## src/rtl/raster_sync_gen.sv

```systemverilog
module raster_sync_gen #(
  parameter int LINE_LEN       = 1024,
  parameter int FRAME_LINES    = 312,
  parameter int HS_END         = 75,
  parameter int VS_END_LINE    = 2,
  parameter int VS_END_POS     = 512,
  parameter int ACT_FIRST_LINE = 38,
  parameter int ACT_LAST_LINE  = 293,
  parameter int ACT_FIRST_POS  = 256,
  parameter int ACT_LAST_POS   = 895,
  parameter int IRQ_LINE       = 294,
  localparam int POS_W  = $clog2(LINE_LEN),
  localparam int LINE_W = $clog2(FRAME_LINES)
) (
  input  logic              clk,
  input  logic              rst_n,
  output logic              hsync_n,
  output logic              vsync_n,
  output logic              active,
  output logic              frame_irq,
  output logic [POS_W-1:0]  pos,
  output logic [LINE_W-1:0] line
);

  logic [POS_W-1:0]  pos_q, pos_d;
  logic [LINE_W-1:0] line_q, line_d;
  logic              end_of_line, end_of_frame;
  logic              hs_q, vs_q, act_q, irq_q;
  logic              hs_d, vs_d, act_d;
  logic              row_vis, col_vis;

  assign end_of_line  = pos_q == POS_W'(LINE_LEN - 1);
  assign end_of_frame = line_q == LINE_W'(FRAME_LINES - 1);

  assign pos_d  = end_of_line ? '0 : pos_q + 1'b1;
  assign line_d = !end_of_line ? line_q : (end_of_frame ? '0 : line_q + 1'b1);

  assign hs_d = pos_d >= POS_W'(HS_END);
  assign vs_d = (line_d > LINE_W'(VS_END_LINE)) ||
                (line_d == LINE_W'(VS_END_LINE) && pos_d >= POS_W'(VS_END_POS));

  assign row_vis = line_d >= LINE_W'(ACT_FIRST_LINE) && line_d <= LINE_W'(ACT_LAST_LINE);
  assign col_vis = pos_d >= POS_W'(ACT_FIRST_POS) && pos_d <= POS_W'(ACT_LAST_POS);
  assign act_d   = row_vis && col_vis;

  always_ff @(posedge clk) begin
    if (!rst_n) begin
      pos_q  <= '0;
      line_q <= '0;
      hs_q   <= 1'b0;
      vs_q   <= 1'b0;
      act_q  <= 1'b0;
      irq_q  <= 1'b0;
    end else begin
      pos_q  <= pos_d;
      line_q <= line_d;
      hs_q   <= hs_d;
      vs_q   <= vs_d;
      act_q  <= act_d;
      if (end_of_line && line_d == LINE_W'(IRQ_LINE))
        irq_q <= 1'b1;
      else if (end_of_line && line_d == '0)
        irq_q <= 1'b0;
    end
  end

  assign pos       = pos_q;
  assign line      = line_q;
  assign hsync_n   = hs_q;
  assign vsync_n   = vs_q;
  assign active    = act_q;
  assign frame_irq = irq_q;

endmodule

```

## config.mk

```make
export PLATFORM = sky130hd
export DESIGN_NAME = raster_sync_gen
export DESIGN_NICKNAME = d
export VERILOG_FILES = /design/src/rtl/raster_sync_gen.sv
export SDC_FILE = /design/constraint.sdc
export NUM_CORES = 1
export LEC_CHECK = 0
export BUFFER_PORTS_ARGS = -buffer_cell sky130_fd_sc_hd__clkbuf_2
export CAP_MARGIN = 5
export CELL_PAD_IN_SITES_DETAIL_PLACEMENT = 0
export CELL_PAD_IN_SITES_GLOBAL_PLACEMENT = 1
export CORE_ASPECT_RATIO = 1.2
export CORE_MARGIN = 2
export CORE_UTILIZATION = 32
export CTS_CLUSTER_SIZE = 28
export DETAILED_ROUTE_END_ITERATION = 16
export GPL_ROUTABILITY_DRIVEN = 0
export GPL_TIMING_DRIVEN = 0
export MAX_ROUTING_LAYER = met4
export PLACE_DENSITY_LB_ADDON = 0.1
export SYNTH_ARGS = -nofsm -noshare
export SYNTH_HDL_FRONTEND = slang
export SYNTH_SLANG_ARGS = --single-unit
```

## constraint.sdc

```tcl
create_clock -name clk -period 1.9 [get_ports clk]
set_input_delay 0.38 -clock clk [delete_from_list [all_inputs] [get_ports clk]]
set_output_delay 0.38 -clock clk [all_outputs]
set_load 0.01 [all_outputs]
```

==> results of run 1 <==
## synthesized netlist by cell type (2+ instances only)
cell,n,area share
a21o_1,3,0.015
a21oi_1,16,0.055
a31oi_1,2,0.0086
and2_1,3,0.013
and3_1,7,0.030
buf_2,6,0.021
buf_6,2,0.015
clkbuf_1,2,0.0051
dfxtp_1,23,0.32
ha_1,3,0.026
inv_1,4,0.010
nand2_1,11,0.028
nand3_1,13,0.045
nand4_1,6,0.026
nand4b_1,2,0.012
nor2_1,21,0.054
nor3_1,8,0.027
nor4_1,2,0.0086
o211ai_1,2,0.010
o21a_1,4,0.021
o21ai_0,7,0.024
o21ai_1,3,0.010
or3_1,3,0.013
xnor2_1,6,0.036
xor2_1,4,0.024
## cell usage in the layout (no fill, tap or decap), drive strengths merged
cell and count:
a211oi 1, a21o 3, a21oi 16, a311oi 1
a31oi 2, and2 3, and3 7, buf 26
clkbuf 30, dfxtp 23, ha 3, inv 4
nand2 11, nand2b 1, nand3 14, nand3b 1
nand4 6, nand4b 2, nor2 22, nor2b 1
nor3 8, nor3b 1, nor4 3, nor4b 1
o211a 1, o211ai 2, o21a 4, o21ai 10
o22ai 1, o2bb2ai 1, o311ai 2, o31a 1
o32ai 1, o41ai 1, or3 3, or3b 1
xnor2 6, xor2 4
## stage by stage
stage               setup TNS [ns]  instance area (um^2)
global route               -0.4781                  2007
CTS                       -0.04502                  1939
finish                     -0.2281                  2007
detailed placement         -0.6768                  1733
global placement           -0.7073                  1733
floorplan                        0                  1543
## flip-flops by register name, summed over array words and instances (netlist names)
name	count
hsync_n	1
line	9
vsync_n	1
pos	10
active	1
frame_irq	1
## per-layer routing
layer  part of all wire  vias to the layer above  track usage
li1                   -                      766            -
met1               0.45                      725       0.2069
met2               0.51                       33       0.3111
met3              0.028                        8      0.02029
met4              0.019                        0      0.07083
met5                  0                        -            -
## cell type report
class | instances | area (um^2) | share of cell area
Multi-Input combinational cell | 145 | 1031 | 0.5137
Sequential cell | 23 | 501.7 | 0.2500
Timing Repair Buffer | 42 | 259.0 | 0.1291
Buffer | 10 | 85.08 | 0.04239
Tap cell | 56 | 70.07 | 0.03491
Clock buffer | 4 | 45.04 | 0.02244
Inverter | 4 | 15.01 | 0.007481
## critical path, cell delays in order (launching register included)
cell	delay [ns]
dfxtp_4	0.37
ha_4	0.14
and3_4	0.20
nand3_4	0.14
o21ai_4	0.22
o311ai_4	0.13
buf_6	0.15
nor4_4	0.30
buf_4	0.15
a31oi_1	0.06
## path summary, 6_finish.rpt
path	startpoint	to	slack, ns	depth (start not counted)
worst max-delay path	pos[0]	vsync_n	-0.09	9
worst min-delay path	rst_n	line[7]	0.46	2
worst max register to register	pos[0]	vsync_n	-0.09	9
worst min register to register	pos[5]	pos[5]	0.56	2
## cells by family after synthesis
group	Yosys count	share of synthesized area
and+or+nand+nor	85	0.3311
adders and majority gates	3	0.02573
buffers and inverters	16	0.06003
AOI/OAI and AO/OA	47	0.2076
xor gates and xnor gates	10	0.06003
DFF	23	0.3156
## timing repair
action,CTS,global route
pin swaps,11,8
endpoints found under the setup margin,4,4
buffers inserted,12,6
gates resized for setup,28,9
## power breakdown
group          internal, mW  switching (mW)  total [mW]  leakage [nW]
Combinational        0.0190          0.0300      0.0489         0.591
Clock                 0.150           0.170       0.320        0.0228
Sequential            0.479         0.00687       0.485         0.196
==> flow_summary.yaml, run 1 <==
status:
  run_status: "complete, but fails checks"
  violations: "setup timing"
floorplanning:
  row_count: 26
  coreArea_um2: 4327
  ios: 25
  die_w_um: 65.64
  die_area_um2: 5117
  die_height_um: 77.97
  start_util: 0.3372
detailed_routing:
  drcViolationCount: 0
  vias_per_cell: 5.394
  dr.pass1.iters: 4
  routedWlPerCell_um: 15.01
  wirelength_mm: 4.262
  postRouteAntennaNets: 0
  drt-initial-drc-count: 71
  dr_total_vias: 1532
setup_path:
  crit_required_ns: 2.04
  critPathCaptureType: "register"
  critPathKind: "register to register"
  startpoint_type: "register"
  critPathMaxFanout: 6
  arrival_ns: 2.13
yosys:
  netlist_area_um2: 1459
  yosysWarnings: 0
  syn_area_per_cell_um2: 7.929
  synthArstFlopShare: 0
  synth_cells: 184
  synth_nets: 189
  ys.flop_type: "dfxtp_1"
  synth_edf_count: 0
  ys_types: 46
  ys_seq_elements: 23
  seq_area_frac_synth: 0.3156
cts:
  clk_path_buf_depth: 2
  clkSlewWorstSetupHoldPaths_ns: 0.09
  worst_skew_pair.late_latency_ns: 0.27
  cts_buffers: 3
  hold_buffers: 0
  cts.sinks: 23
  tritoncts: "yes"
  root_buffer: "clkbuf_8"
  cts_htree_levels: 1
layout:
  antennaDiodeCount: 0
  layout-drive-gt1-share: 0.3991
  stdcell_count: 284
  final_core_util: 0.4639
  synthToLayoutAreaGrowth_pct: 37.56
  fillers: 433
  num-nets-final: 234
sta:
  max_freq_mhz: 502.1
  rsz0062_at_grt: "yes"
  worst_pin_slew_ns: 0.5565
  period_minus_slack_ns: 1.992
  hold_viol: 0
  finClkSkew_ns: 0.005374
  layout_setup_ws_ns: -0.09174
  whs_ns: 0.4565
  fin_crit_sh: 1.048
  setup_viol: 3
  drv_slew: 0
  maxSlewHeadroom: 0.6290
power_and_ir_drop:
  power_density_nw_per_um2: 426.0
  power_leakage_nw: 0.8099
  irDropWorstVdd_mv: 0.2327
  total_power_mw: 0.8549
job:
  drv_cap: 0
global_routing:
  grtUsageTotal: 0.1792
  antenna_found_initial: 0
  gr-total-overflow: 0
  grt_first_pass_wirelength_mm: 7.038
  grt_pass1_vias: 1474
  grt_max_degree: 13
placement:
  dp_hpwl_mm: 2.951
  pre_cts_slack_ns: -0.2920
  dp.cells: 264
  port_buffers: 24
hold_path:
  worstHoldPathType: "input port to register"
No activity file was read; power rests on OpenSTA's default activity.
==> run 2, diff against run 1 <==
CORE_UTILIZATION = 36   (was 32)
==> flow_summary.yaml, run 2 (synthesis gave the netlist of run 1 again) <==
status:
  run_status: "complete, but fails checks"
  violations: "setup timing"
global_routing:
  grt_first_pass_wirelength_mm: 7.003
  gr-total-overflow: 0
  grt_util_met1: 0.2261
  use_met3: 0.02297
  grt_max_degree: 13
  antenna_found_initial: 0
  grtUsageTotal: 0.2016
  grt_pass1_vias: 1446
  use_met2: 0.3732
  grt-busiest-layer: "met2"
hold_path:
  worstHoldPathType: "input port to register"
sta:
  hold_viol: 0
  max_freq_mhz: 490.4
  maxSlewHeadroom: 0.5876
  worst_pin_slew_ns: 0.6186
  period_minus_slack_ns: 2.039
  drv_slew: 0
  layout_setup_ws_ns: -0.1392
  fin_crit_sh: 1.073
  setup_viol: 3
  finClkSkew_ns: 0.01194
  rsz0062_at_grt: "yes"
detailed_routing:
  postRouteAntennaNets: 0
  drt-initial-drc-count: 62
  drcViolationCount: 0
  vias_per_cell: 5.331
  dr_total_vias: 1498
  routedWlPerCell_um: 14.73
  wirelength_mm: 4.138
  dr.pass1.iters: 4
setup_path:
  critPathCaptureType: "register"
  path_cells: "ha_4 -> and3_4 -> nand3_4 -> o21ai_4 -> o311ai_4 -> buf_6 -> nor4_4 -> a21oi_2 -> a21o_1"
  arrival_ns: 2.21
  path_delay_family: "simple AND/OR/NAND/NOR gates"
  crit_buf_inv: 1
  crit_required_ns: 2.07
  critPathMaxFanout: 6
  max_stage_delay_ns: 0.37
  critPathKind: "register to register"
  cp_slowest_cell: "dfxtp_4"
  startpoint_type: "register"
layout:
  synthToLayoutAreaGrowth_pct: 37.39
  antennaDiodeCount: 0
  regArea_um2: 500.5
  num-nets-final: 233
  layout-drive-gt1-share: 0.3833
  design_area_um2: 2004
  multi_input_area_um2: 1040
  final_common_cell: "clkbuf_2"
  fillers: 406
  largest_reg_flops: 10
  layout_common_cells: "clkbuf_2 (24), nor2_1 (21), buf_4 (19)"
floorplanning:
  coreArea_um2: 3910
  die_w_um: 62.11
  start_util: 0.3731
  die_area_um2: 4580
  row_count: 25
  ios: 25
  die_height_um: 73.74
power_and_ir_drop:
  irDropWorstVdd_mv: 0.2467
  power.switching_mw: 0.2043
  comb_power_share: 0.057
  power_leakage_nw: 0.8113
  intPower_mw: 0.6467
  swShare: 0.2400
  power_density_nw_per_um2: 424.6
  pwr-share-seq: 0.568
  total_power_mw: 0.8510
  p_clk_frac: 0.375
cts:
  worst_skew_pair.late_latency_ns: 0.28
  clk_path_buf_depth: 2
  cts.sinks: 23
  tritoncts: "yes"
  cts_htree_levels: 1
  root_buffer: "clkbuf_8"
  clkSlewWorstSetupHoldPaths_ns: 0.09
  cts_buffers: 3
placement:
  port_buffers: 24
  placed_cell_area_um2: 1730
  dp_hpwl_mm: 2.926
job:
  drv_cap: 0
==> run 2: final timing paths <==
kind | endpoint | cells after the start | slack (ns) | startpoint
max | frame_irq | 9 | -0.14 | pos[1]
min | line[7] | 2 | 0.45 | rst_n
max reg2reg | frame_irq | 9 | -0.14 | pos[1]
min reg2reg | line[1] | 2 | 0.53 | line[1]
==> run 2: what timing repair did <==
action | CTS | global route
hold buffers | 0 | 0
setup buffers | 12 | 5
gates resized for setup | 23 | 13
pin swaps | 10 | 11
endpoints found under the setup margin | 5 | 4
endpoints found under the hold margin | 0 | 0
==> run 2: routing by layer <==
metal	vias to the layer above	wire, um
met5	-	0
met4	0	59
met3	5	100
met1	714	1793
li1	759	-
met2	20	2185
==> run 2: cell type report <==
cell class,instances,area share
inverter,4,0.007491
sequential,23,0.2497
tap,54,0.03371
clock buffer,4,0.02247
buffer,10,0.04057
timing repair buffer,41,0.1273
multi-input combinational,145,0.5187
==> run 2: metrics by stage <==
step / hold slack, ns / std cells / worst slack, ns / util / setup TNS [ns]
after floorplan: 0.4779 / 184 / 0.005344 / - / 0
after global placement: 0.4742 / 262 / -0.3292 / 0.4426 / -0.8598
after detailed placement: 0.4801 / 262 / -0.2942 / 0.4426 / -0.7427
after CTS: 0.4646 / 276 / -0.06849 / 0.4934 / -0.1285
after global routing: 0.4619 / 281 / -0.2168 / 0.5126 / -0.5486
final: 0.4486 / 281 / -0.1392 / 0.5126 / -0.2822
==> run 2: power by group through the flow <==
stage | Sequential (mW) | Combinational, mW | Clock [mW]
floorplan | 0.511 | 0.0185 | 0
global placement | 0.510 | 0.0367 | 0
detailed placement | 0.510 | 0.0371 | 0
CTS | 0.488 | 0.0481 | 0.324
global route | 0.486 | 0.0536 | 0.357
finish | 0.484 | 0.0485 | 0.319
